## src/rtl/icmb_pkg.sv

```systemverilog
package icmb_pkg;

   // Decoded permission of a single access from one side
   typedef struct packed {
      logic pay_we;
      logic lock_we;
      logic bell_set;
      logic bell_clr;
      logic mask_we;
      logic err_clr;
      logic illegal;
      logic rd_ok;
   } grant_t;

   // Offsets inside the control page (upper half of the address space)
   localparam logic [1:0] CTL_LOCK = 2'd0;
   localparam logic [1:0] CTL_BELL = 2'd1;
   localparam logic [1:0] CTL_MASK = 2'd2;
   localparam logic [1:0] CTL_ERR  = 2'd3;

endpackage

```

## src/rtl/icmb_access_rules.sv

```systemverilog
module icmb_access_rules
   import icmb_pkg::*;
#(
   parameter bit IS_SEC = 1'b0,
   parameter bit SEC_RX = 1'b1,
   parameter int IDX_W  = 3,
   localparam int AW    = IDX_W + 1
) (
   input  logic          req,
   input  logic          we,
   input  logic [AW-1:0] addr,
   input  logic          wbit,
   input  logic          lock_q,
   input  logic          bell_q,
   output grant_t        g
);
   localparam bit SENDER  = (IS_SEC != SEC_RX);
   localparam bit MAY_CTL = IS_SEC && SEC_RX;

   logic reserved;
   assign reserved = (addr[IDX_W-1:0] >> 2) != '0;

   always_comb begin
      g = '0;
      if (req) begin
         if (!addr[AW-1]) begin
            if (we) begin
               if (SENDER && !lock_q && !bell_q) g.pay_we  = 1'b1;
               else                              g.illegal = 1'b1;
            end else if (!SENDER || IS_SEC) begin
               g.rd_ok = 1'b1;
            end else begin
               g.illegal = 1'b1;
            end
         end else if (reserved) begin
            g.illegal = 1'b1;
         end else begin
            unique case (addr[1:0])
               CTL_LOCK: begin
                  if (!we)          g.rd_ok   = 1'b1;
                  else if (MAY_CTL) g.lock_we = 1'b1;
                  else              g.illegal = 1'b1;
               end
               CTL_BELL: begin
                  if (!we)                          g.rd_ok    = 1'b1;
                  else if (SENDER && wbit && !lock_q) g.bell_set = 1'b1;
                  else if (!SENDER && !wbit)        g.bell_clr = 1'b1;
                  else                              g.illegal  = 1'b1;
               end
               CTL_MASK: begin
                  if (!we)          g.rd_ok   = 1'b1;
                  else if (MAY_CTL) g.mask_we = 1'b1;
                  else              g.illegal = 1'b1;
               end
               default: begin
                  if (!IS_SEC)    g.illegal = 1'b1;
                  else if (!we)   g.rd_ok   = 1'b1;
                  else if (!wbit) g.err_clr = 1'b1;
                  else            g.illegal = 1'b1;
               end
            endcase
         end
      end
   end

endmodule

```

## src/rtl/icmb_payload.sv

```systemverilog
module icmb_payload #(
   parameter int WORD_W = 64,
   parameter int DEPTH  = 8,
   localparam int IDX_W = $clog2(DEPTH)
) (
   input  logic                          clk,
   input  logic                          rst_n,
   input  logic                          cpu_we,
   input  logic [IDX_W-1:0]              cpu_idx,
   input  logic [WORD_W-1:0]             cpu_wdata,
   input  logic                          sec_we,
   input  logic [IDX_W-1:0]              sec_idx,
   input  logic [WORD_W-1:0]             sec_wdata,
   output logic [DEPTH-1:0][WORD_W-1:0]  words
);

   for (genvar i = 0; i < DEPTH; i++) begin : g_word
      always_ff @(posedge clk) begin
         if (!rst_n)
            words[i] <= '0;
         else if (sec_we && sec_idx == IDX_W'(i))
            words[i] <= sec_wdata;
         else if (cpu_we && cpu_idx == IDX_W'(i))
            words[i] <= cpu_wdata;
      end
   end

endmodule

```

## src/rtl/icmb_ctrl_regs.sv

```systemverilog
module icmb_ctrl_regs (
   input  logic clk,
   input  logic rst_n,
   input  logic cpu_wbit,
   input  logic sec_wbit,
   input  logic cpu_lock_we,
   input  logic sec_lock_we,
   input  logic cpu_bell_set,
   input  logic cpu_bell_clr,
   input  logic sec_bell_set,
   input  logic sec_bell_clr,
   input  logic cpu_mask_we,
   input  logic sec_mask_we,
   input  logic err_clr,
   input  logic err_set,
   output logic lock_q,
   output logic bell_q,
   output logic mask_q,
   output logic err_q
);

   always_ff @(posedge clk) begin
      if (!rst_n) begin
         lock_q <= 1'b0;
         bell_q <= 1'b0;
         mask_q <= 1'b0;
         err_q  <= 1'b0;
      end else begin
         // security side takes priority over the application side
         if (sec_lock_we)      lock_q <= sec_wbit;
         else if (cpu_lock_we) lock_q <= cpu_wbit;

         if (sec_bell_set)      bell_q <= 1'b1;
         else if (sec_bell_clr) bell_q <= 1'b0;
         else if (cpu_bell_set) bell_q <= 1'b1;
         else if (cpu_bell_clr) bell_q <= 1'b0;

         if (sec_mask_we)      mask_q <= sec_wbit;
         else if (cpu_mask_we) mask_q <= cpu_wbit;

         if (err_set)      err_q <= 1'b1;
         else if (err_clr) err_q <= 1'b0;
      end
   end

endmodule

```

## src/rtl/icmb_mailbox.sv

```systemverilog
module icmb_mailbox
   import icmb_pkg::*;
#(
   parameter int  WORD_W = 64,
   parameter int  DEPTH  = 8,
   parameter bit  SEC_RX = 1'b1,
   localparam int IDX_W  = $clog2(DEPTH),
   localparam int AW     = IDX_W + 1
) (
   input  logic              clk,
   input  logic              rst_n,
   input  logic              cpu_req,
   input  logic              cpu_we,
   input  logic [AW-1:0]     cpu_addr,
   input  logic [WORD_W-1:0] cpu_wdata,
   output logic [WORD_W-1:0] cpu_rdata,
   input  logic              sec_req,
   input  logic              sec_we,
   input  logic [AW-1:0]     sec_addr,
   input  logic [WORD_W-1:0] sec_wdata,
   output logic [WORD_W-1:0] sec_rdata,
   output logic              irq
);

   if (DEPTH < 4 || (DEPTH & (DEPTH - 1)) != 0) begin : g_bad_depth
      $error("icmb_mailbox: DEPTH must be a power of two and at least 4");
   end
   if (WORD_W < 1) begin : g_bad_width
      $error("icmb_mailbox: WORD_W must be positive");
   end

   grant_t gc, gs;
   logic   lock_q, bell_q, mask_q, err_q;
   logic [DEPTH-1:0][WORD_W-1:0] words;
   logic [WORD_W-1:0] cpu_val, sec_val;

   icmb_access_rules #(.IS_SEC(1'b0), .SEC_RX(SEC_RX), .IDX_W(IDX_W)) u_rule_cpu (
      .req(cpu_req), .we(cpu_we), .addr(cpu_addr), .wbit(cpu_wdata[0]),
      .lock_q(lock_q), .bell_q(bell_q), .g(gc));

   icmb_access_rules #(.IS_SEC(1'b1), .SEC_RX(SEC_RX), .IDX_W(IDX_W)) u_rule_sec (
      .req(sec_req), .we(sec_we), .addr(sec_addr), .wbit(sec_wdata[0]),
      .lock_q(lock_q), .bell_q(bell_q), .g(gs));

   icmb_payload #(.WORD_W(WORD_W), .DEPTH(DEPTH)) u_payload (
      .clk(clk), .rst_n(rst_n),
      .cpu_we(gc.pay_we), .cpu_idx(cpu_addr[IDX_W-1:0]), .cpu_wdata(cpu_wdata),
      .sec_we(gs.pay_we), .sec_idx(sec_addr[IDX_W-1:0]), .sec_wdata(sec_wdata),
      .words(words));

   icmb_ctrl_regs u_ctrl (
      .clk(clk), .rst_n(rst_n),
      .cpu_wbit(cpu_wdata[0]), .sec_wbit(sec_wdata[0]),
      .cpu_lock_we(gc.lock_we), .sec_lock_we(gs.lock_we),
      .cpu_bell_set(gc.bell_set), .cpu_bell_clr(gc.bell_clr),
      .sec_bell_set(gs.bell_set), .sec_bell_clr(gs.bell_clr),
      .cpu_mask_we(gc.mask_we), .sec_mask_we(gs.mask_we),
      .err_clr(gc.err_clr | gs.err_clr), .err_set(gc.illegal | gs.illegal),
      .lock_q(lock_q), .bell_q(bell_q), .mask_q(mask_q), .err_q(err_q));

   function automatic logic [WORD_W-1:0] rd_mux(
      input logic [AW-1:0]                  a,
      input logic [DEPTH-1:0][WORD_W-1:0]   w,
      input logic [3:0]                     flags);
      if (!a[AW-1]) return w[a[IDX_W-1:0]];
      return WORD_W'(flags[a[1:0]]);
   endfunction

   always_comb begin
      cpu_val = rd_mux(cpu_addr, words, {err_q, mask_q, bell_q, lock_q});
      sec_val = rd_mux(sec_addr, words, {err_q, mask_q, bell_q, lock_q});
   end

   always_ff @(posedge clk) begin
      if (!rst_n) begin
         cpu_rdata <= '0;
         sec_rdata <= '0;
      end else begin
         cpu_rdata <= gc.rd_ok ? cpu_val : '0;
         sec_rdata <= gs.rd_ok ? sec_val : '0;
      end
   end

   // receiver-maskable interrupt only when the security core receives
   if (SEC_RX) begin : g_maskable
      assign irq = bell_q & ~mask_q;
   end else begin : g_unmaskable
      assign irq = bell_q;
   end

endmodule

```

## config.mk

```make
export PLATFORM = sky130hd
export DESIGN_NAME = icmb_mailbox
export DESIGN_NICKNAME = d
export VERILOG_FILES = /design/src/rtl/icmb_pkg.sv /design/src/rtl/icmb_access_rules.sv /design/src/rtl/icmb_payload.sv /design/src/rtl/icmb_ctrl_regs.sv /design/src/rtl/icmb_mailbox.sv
export SDC_FILE = /design/constraint.sdc
export NUM_CORES = 1
export LEC_CHECK = 0
export BUFFER_PORTS_ARGS = -buffer_cell sky130_fd_sc_hd__buf_2
export CAP_MARGIN = 20
export CORE_ASPECT_RATIO = 1.5
export CORE_UTILIZATION = 35
export CTS_CLUSTER_SIZE = 20
export DETAILED_ROUTE_END_ITERATION = 8
export GPL_ROUTABILITY_DRIVEN = 0
export PLACE_DENSITY_LB_ADDON = 0.08
export SYNTH_ARGS = -nofsm -noshare
export SYNTH_HDL_FRONTEND = slang
export SYNTH_HIERARCHICAL = 1
export SYNTH_SLANG_ARGS = --single-unit
```

## constraint.sdc

```tcl
create_clock -name clk -period 2.3 [get_ports clk]
set_input_delay 0.46 -clock clk [delete_from_list [all_inputs] [get_ports clk]]
set_output_delay 0.46 -clock clk [all_outputs]
set_load 0.005 [all_outputs]
```

# Word level (Yosys, flattened, before mapping)

Index checks and enable logic that the tools add are counted.

Input bits: 142
Flip-flop bits (word level): 644
Logic and storage cells: 117
Output and inout bits: 129

Reduce and logical (&&, ||, !) cells: 24
Equal/unequal tests: 11
Muxes and demuxes: 55
Bitwise logic cells: 7
Magnitude comparators: 4

Operators with widths:

| kind                                                                  | number |
|---|---|
| 64-bit binary-select mux with 3-bit select                            | 2 |
| 64-bit two-way mux                                                    | 2 |
| 1-bit two-way mux                                                     | 41 |
| 3-bit == test (second input constant)                                 | 4 |
| 1-bit logical AND                                                     | 10 |
| 3-bit OR reduction                                                    | 3 |
| 3-bit by 4-bit < comparator with 1-bit output (second input constant) | 2 |
| 2-bit case mux with 2 select lines                                    | 2 |
| 3-bit by 2-bit == test with 1-bit output (second input constant)      | 2 |
| 2-bit by 3-bit < comparator with 1-bit output (second input constant) | 2 |
| 2-bit two-way mux                                                     | 3 |
| 3-bit two-way mux                                                     | 2 |
| 2-bit OR reduction                                                    | 3 |
| 5-bit two-way mux                                                     | 1 |
| 1-bit binary-select mux with 2-bit select                             | 2 |
| 2-bit by 1-bit == test with 1-bit output (second input constant)      | 2 |
| 2-bit == test (second input constant)                                 | 2 |
| 2-bit zero test                                                       | 2 |
| 1-bit inverter                                                        | 4 |
| 2-bit AND reduction                                                   | 2 |
| 3-bit by 1-bit == test with 1-bit output (second input constant)      | 1 |
| 3-bit zero test                                                       | 1 |
| 1-bit zero test                                                       | 2 |
| 2-bit nonzero test                                                    | 1 |
| 3 further kinds                                                       | 3 |

# Longest topological paths before layout

Depth in word-level cells: 10
Gate-level depth with buffers: 8
Mapped depth without buffers: 5

# Cells and area by module

The synthesis kept the hierarchy.

By module, submodules not included:

| module                          | cells each | instances | sequential area each (um^2) | area an instance (um^2) |
|---|---|---|---|---|
| icmb_payload                    | 2932       | 1         | 10249.8                     | 21961.1 |
| icmb_mailbox                    | 738        | 1         | 2562.5                      | 10852.9 |
| icmb_ctrl_regs                  | 18         | 1         | 80.1                        | 163.9 |
| icmb_access_rules at u_rule_sec | 13         | 1         | 0.0                         | 117.6 |
| icmb_access_rules at u_rule_cpu | 16         | 1         | 0.0                         | 113.9 |

# Worst setup path after synthesis

Ideal clock, no wire load.

Kind: input to register
Start point: in cpu_we
End point: reg u_payload/words[0] (netlist bit)
Path slack: 0.295 ns
Arrival time: 1.884 ns
Stages: 7
Path through: nand3b_1 nor3_1 or4b_1 buf_2 clkbuf_1 nand2_1 a31oi_1

RTL lines:

| element                       | line               | RTL |
|---|---|---|
| start, declared               | icmb_mailbox.sv:13 | `input logic cpu_we,` |
| end signal, assigned by index | icmb_payload.sv:22 | `words[i] <= sec_wdata;` |
| end signal, assigned by index | icmb_payload.sv:24 | `words[i] <= cpu_wdata;` |
| end, declared                 | icmb_payload.sv:14 | `output logic [DEPTH-1:0][WORD_W-1:0] words` |

# Final worst setup path

Start point: reg u_ctrl.bell_q
End point: out irq

Cells in the longest elaborated chain, start to end: 1

RTL lines:

| element                | line                 | RTL |
|---|---|---|
| start, declared        | icmb_ctrl_regs.sv:17 | `output logic bell_q,` |
| start signal, assigned | icmb_ctrl_regs.sv:25 | `bell_q <= 1'b0;` |
| start signal, assigned | icmb_ctrl_regs.sv:33 | `if (sec_bell_set) bell_q <= 1'b1;` |
| start signal, assigned | icmb_ctrl_regs.sv:34 | `else if (sec_bell_clr) bell_q <= 1'b0;` |
| 1-bit AND              | icmb_mailbox.sv:86   | `assign irq = bell_q & ~mask_q;` |
| end, declared          | icmb_mailbox.sv:22   | `output logic irq` |

No other way between the ends.

==> summary.md <==
| Metric | Value |
|---|---|
| CP max stage delay | `0.44 ns` |
| Postcts setup bufs | `0` |
| Num ports | `271` |
| Peak supply drop | `0.486 mV` |
| Final Max Slew Viols | `1032` |
| Fraction of layout cells with a size suffix above 1 | `19.4%` |
| Area of the multi-input gates | `0.0180 sq mm` |
| Reg-to-Reg Start | `u_ctrl/lock_q$_SDFFE_PN0P_` |
| Average wire per standard cell | `26.0 microns` |
| Simple-gate share of the synthesized area | `14.3%` |
| Vias | `29600` |
| Commonest cells post-synth | `nand2_1 (1026), dfxtp_1 (644), a31oi_1 (512), o21ai_0 (459), mux4_2 (237)` |
| Initial Util | `35.3%` |
| FF-to-FF path depth | `8` |
| Worst hold stages | `3` |
| Die Area | `0.0961 sq mm` |
| Worst Path Required | `1.84 ns` |
| Sequential cell area | `0.0129 sq mm` |
| Crit end category | `output pin` |
| Worst slew pin tran | `7.16 ns` |
| Clock Skews | `0.0164 ns` |
| Area leader, netlist | `dfxtp_1` |
| Synth warn | `6` |
| CP Class | `reg2out` |
| Hold crit path type | `in2reg` |
| Compound-Gate Fraction of Synth Area | `17.7%` |
| Status | `finished, violations left` |
| Largest net degree at the start of global routing | `129` |
| DR vias/cell | `5.85` |
| I/O Buffers | `270` |
| Worst hold slack | `0.145 ns` |
| FP Rows | `138` |
| Rel. slew slack | `-380%` |
| First-pass GRT wire length | `193000 microns` |
| DRC | `0` |
| Post-synth ARST share | `0%` |
| Drt first pass iters | `6` |
| Hold Path Origin | `cpu_wdata[52]` |
| Filler cell count | `9357` |
| Slowest cell on crit path | `dfxtp_1` |
| Post-synthesis register bit count | `644` |
| Worst Setup Start Kind | `register` |
| Die span in y | `379 microns` |
| CP Cell Sequence | `nor2b_1 -> buf_2` |
| CTS buffer count | `71` |
| Post-Synth XOR/XNOR Area | `0%` |
| Mapped Avg Cell Area | `8.93 sq um` |
| Count leader, synth | `nand2_1` |
| Failing checks | `max-slew violations` |
| Setup TNS | `0 ns` |
| Global route overflow | `0` |
| Total GRT Usage | `27.1%` |
| Area delta synth->final | `13.6%` |
| Die Wd | `254 microns` |
| Largest cells by area after synthesis | `dfxtp_1 (39%), mux4_2 (16%), nand2_1 (12%)` |
| Power per cell area | `692 mW/mm^2` |
| Post-CTS sizing | `0` |
| Post-synth cell types | `48` |
| Clock sink count | `644` |
| Clock tree root buffer cell | `clkbuf_16` |
| Share of the synthesized area in the top cell type | `38.8%` |
| Leak | `0.0130 uW` |
| Vias in the first global route | `28500` |
| Initial antenna violation count | `24` |
| Hpwl dp | `74200 microns` |
| Final antenna-violating net count | `0` |
| Final net count | `3877` |
| Hold Buf Count CTS | `0` |
| Clock-pin slew on the worst setup and hold paths | `0.07 ns` |
| Crit share post-route | `89.2%` |
| Cell Area, Synth | `0.0332 sq mm` |
| Mapped Cells | `3717` |
| Area share of fa/ha/maj cells after synthesis | `0%` |
| Final wirelength | `132000 microns` |
| CTS tree | `yes` |
| Total core area | `0.0941 sq mm` |
| Fmax | `487 MHz` |
| Crit path DAT | `1.59 ns` |
| H-tree Lvls | `3` |
| Clk buf depth | `3` |
| Period minus WS final | `2.05 ns` |
| Worst skew pair latency | `0.65 ns` |
| Largest family of logic cells by synthesized area | `multiplexers` |
| Final hold vios | `0` |
| Unrepaired setup endpoints after global routing | `false` |
| Mux contribution to synthesized area | `21.6%` |
| Synth Flop Type | `dfxtp_1` |
| Sequential share of the synthesized area | `38.8%` |
| Max-cap violations | `0` |
| Worst Path Max Fanout | `6` |
| Final setup violation count | `0` |
| First-iteration detailed-routing DRC count | `2331` |
| Critical Path Start | `u_ctrl/bell_q$_SDFFE_PN0P_` |
| EDFF count, synth | `0` |
==> sequential cells by signal, summed over array words and instances (netlist names) <==
name	count
cpu_rdata	64
sec_rdata	64
u_ctrl/bell_q	1
u_ctrl/err_q	1
u_ctrl/lock_q	1
u_ctrl/mask_q	1
u_payload/words	512
==> kinds of logic after synthesis <==
logic type / after synthesis
DFF: 644
and+or+nand+nor: 1197
AOI/OAI and AO/OA: 1041
muxes: 389
buffers and inverters: 444
other: 2
==> per-stage QoR <==
stage               power [uW]  setup WS [ns]  instances  cell area [sq um]  utilization, %
global placement         14700          0.181       4922              35500            37.7
global route             27100          0.162       5046              37700            40.1
CTS                      26300          0.170       5043              37700            40.1
floorplan                13800          0.295       3721              33200               -
finish                   26100          0.248       5052              37700            40.1
detailed placement       14700          0.149       4922              35500            37.7
==> placed cells by master (no fill, tap or decap), drive strengths merged, types with 3 or more instances in the layout <==
master	n
nand2	1026
diode	9
nand4bb	6
a21oi	7
o21ai	515
mux2i	132
buf	377
and4b	3
clkbuf	117
bufinv	3
dfxtp	644
a31oi	512
nor2b	3
conb	6
inv	7
mux4	257
nand2b	4
nor2	126
and4bb	3
nand4b	7
nand3	3
==> area by class of cell <==
type,count,share of cell area (%)
Tap cell,1260,4.18
Inverter,7,0.0697
Antenna cell,9,0.0597
Multi-Input combinational cell,2633,47.6
Clock buffer,116,5.67
Sequential cell,644,34.2
Clock inverter,5,0.265
Timing Repair Buffer,378,7.97
==> power by group <==
part / internal (uW) / switching [uW] / leakage [uW]
Sequential: 11500 / 258 / 0.00523
Clock: 6640 / 4910 / 0.00109
Combinational: 1170 / 1610 / 0.00671
==> critical path, delay by kind of cell (launching register included) <==
kind / cells / cell delay [ns]
flip-flops: 1 / 0.44
AND/OR/NAND/NOR: 1 / 0.32
buffers and inverters: 1 / 0.18
==> worst paths after layout <==
check             slack (ns)                                 to
hold reg to reg         0.48  u_payload/words[199]$_SDFFE_PN0P_
setup / recovery        0.25                                irq
setup reg to reg        0.32  u_payload/words[423]$_SDFFE_PN0P_
hold / removal          0.14  u_payload/words[436]$_SDFFE_PN0P_
==> per-layer routing <==
layer | part of all wire (%) | track usage, %
met5 | 0.13 | 0
met4 | 2.8 | 9.02
met3 | 5.9 | 4.06
met2 | 49 | 46.3
met1 | 42 | 34.8
Power figures use the tool's default switching activity.
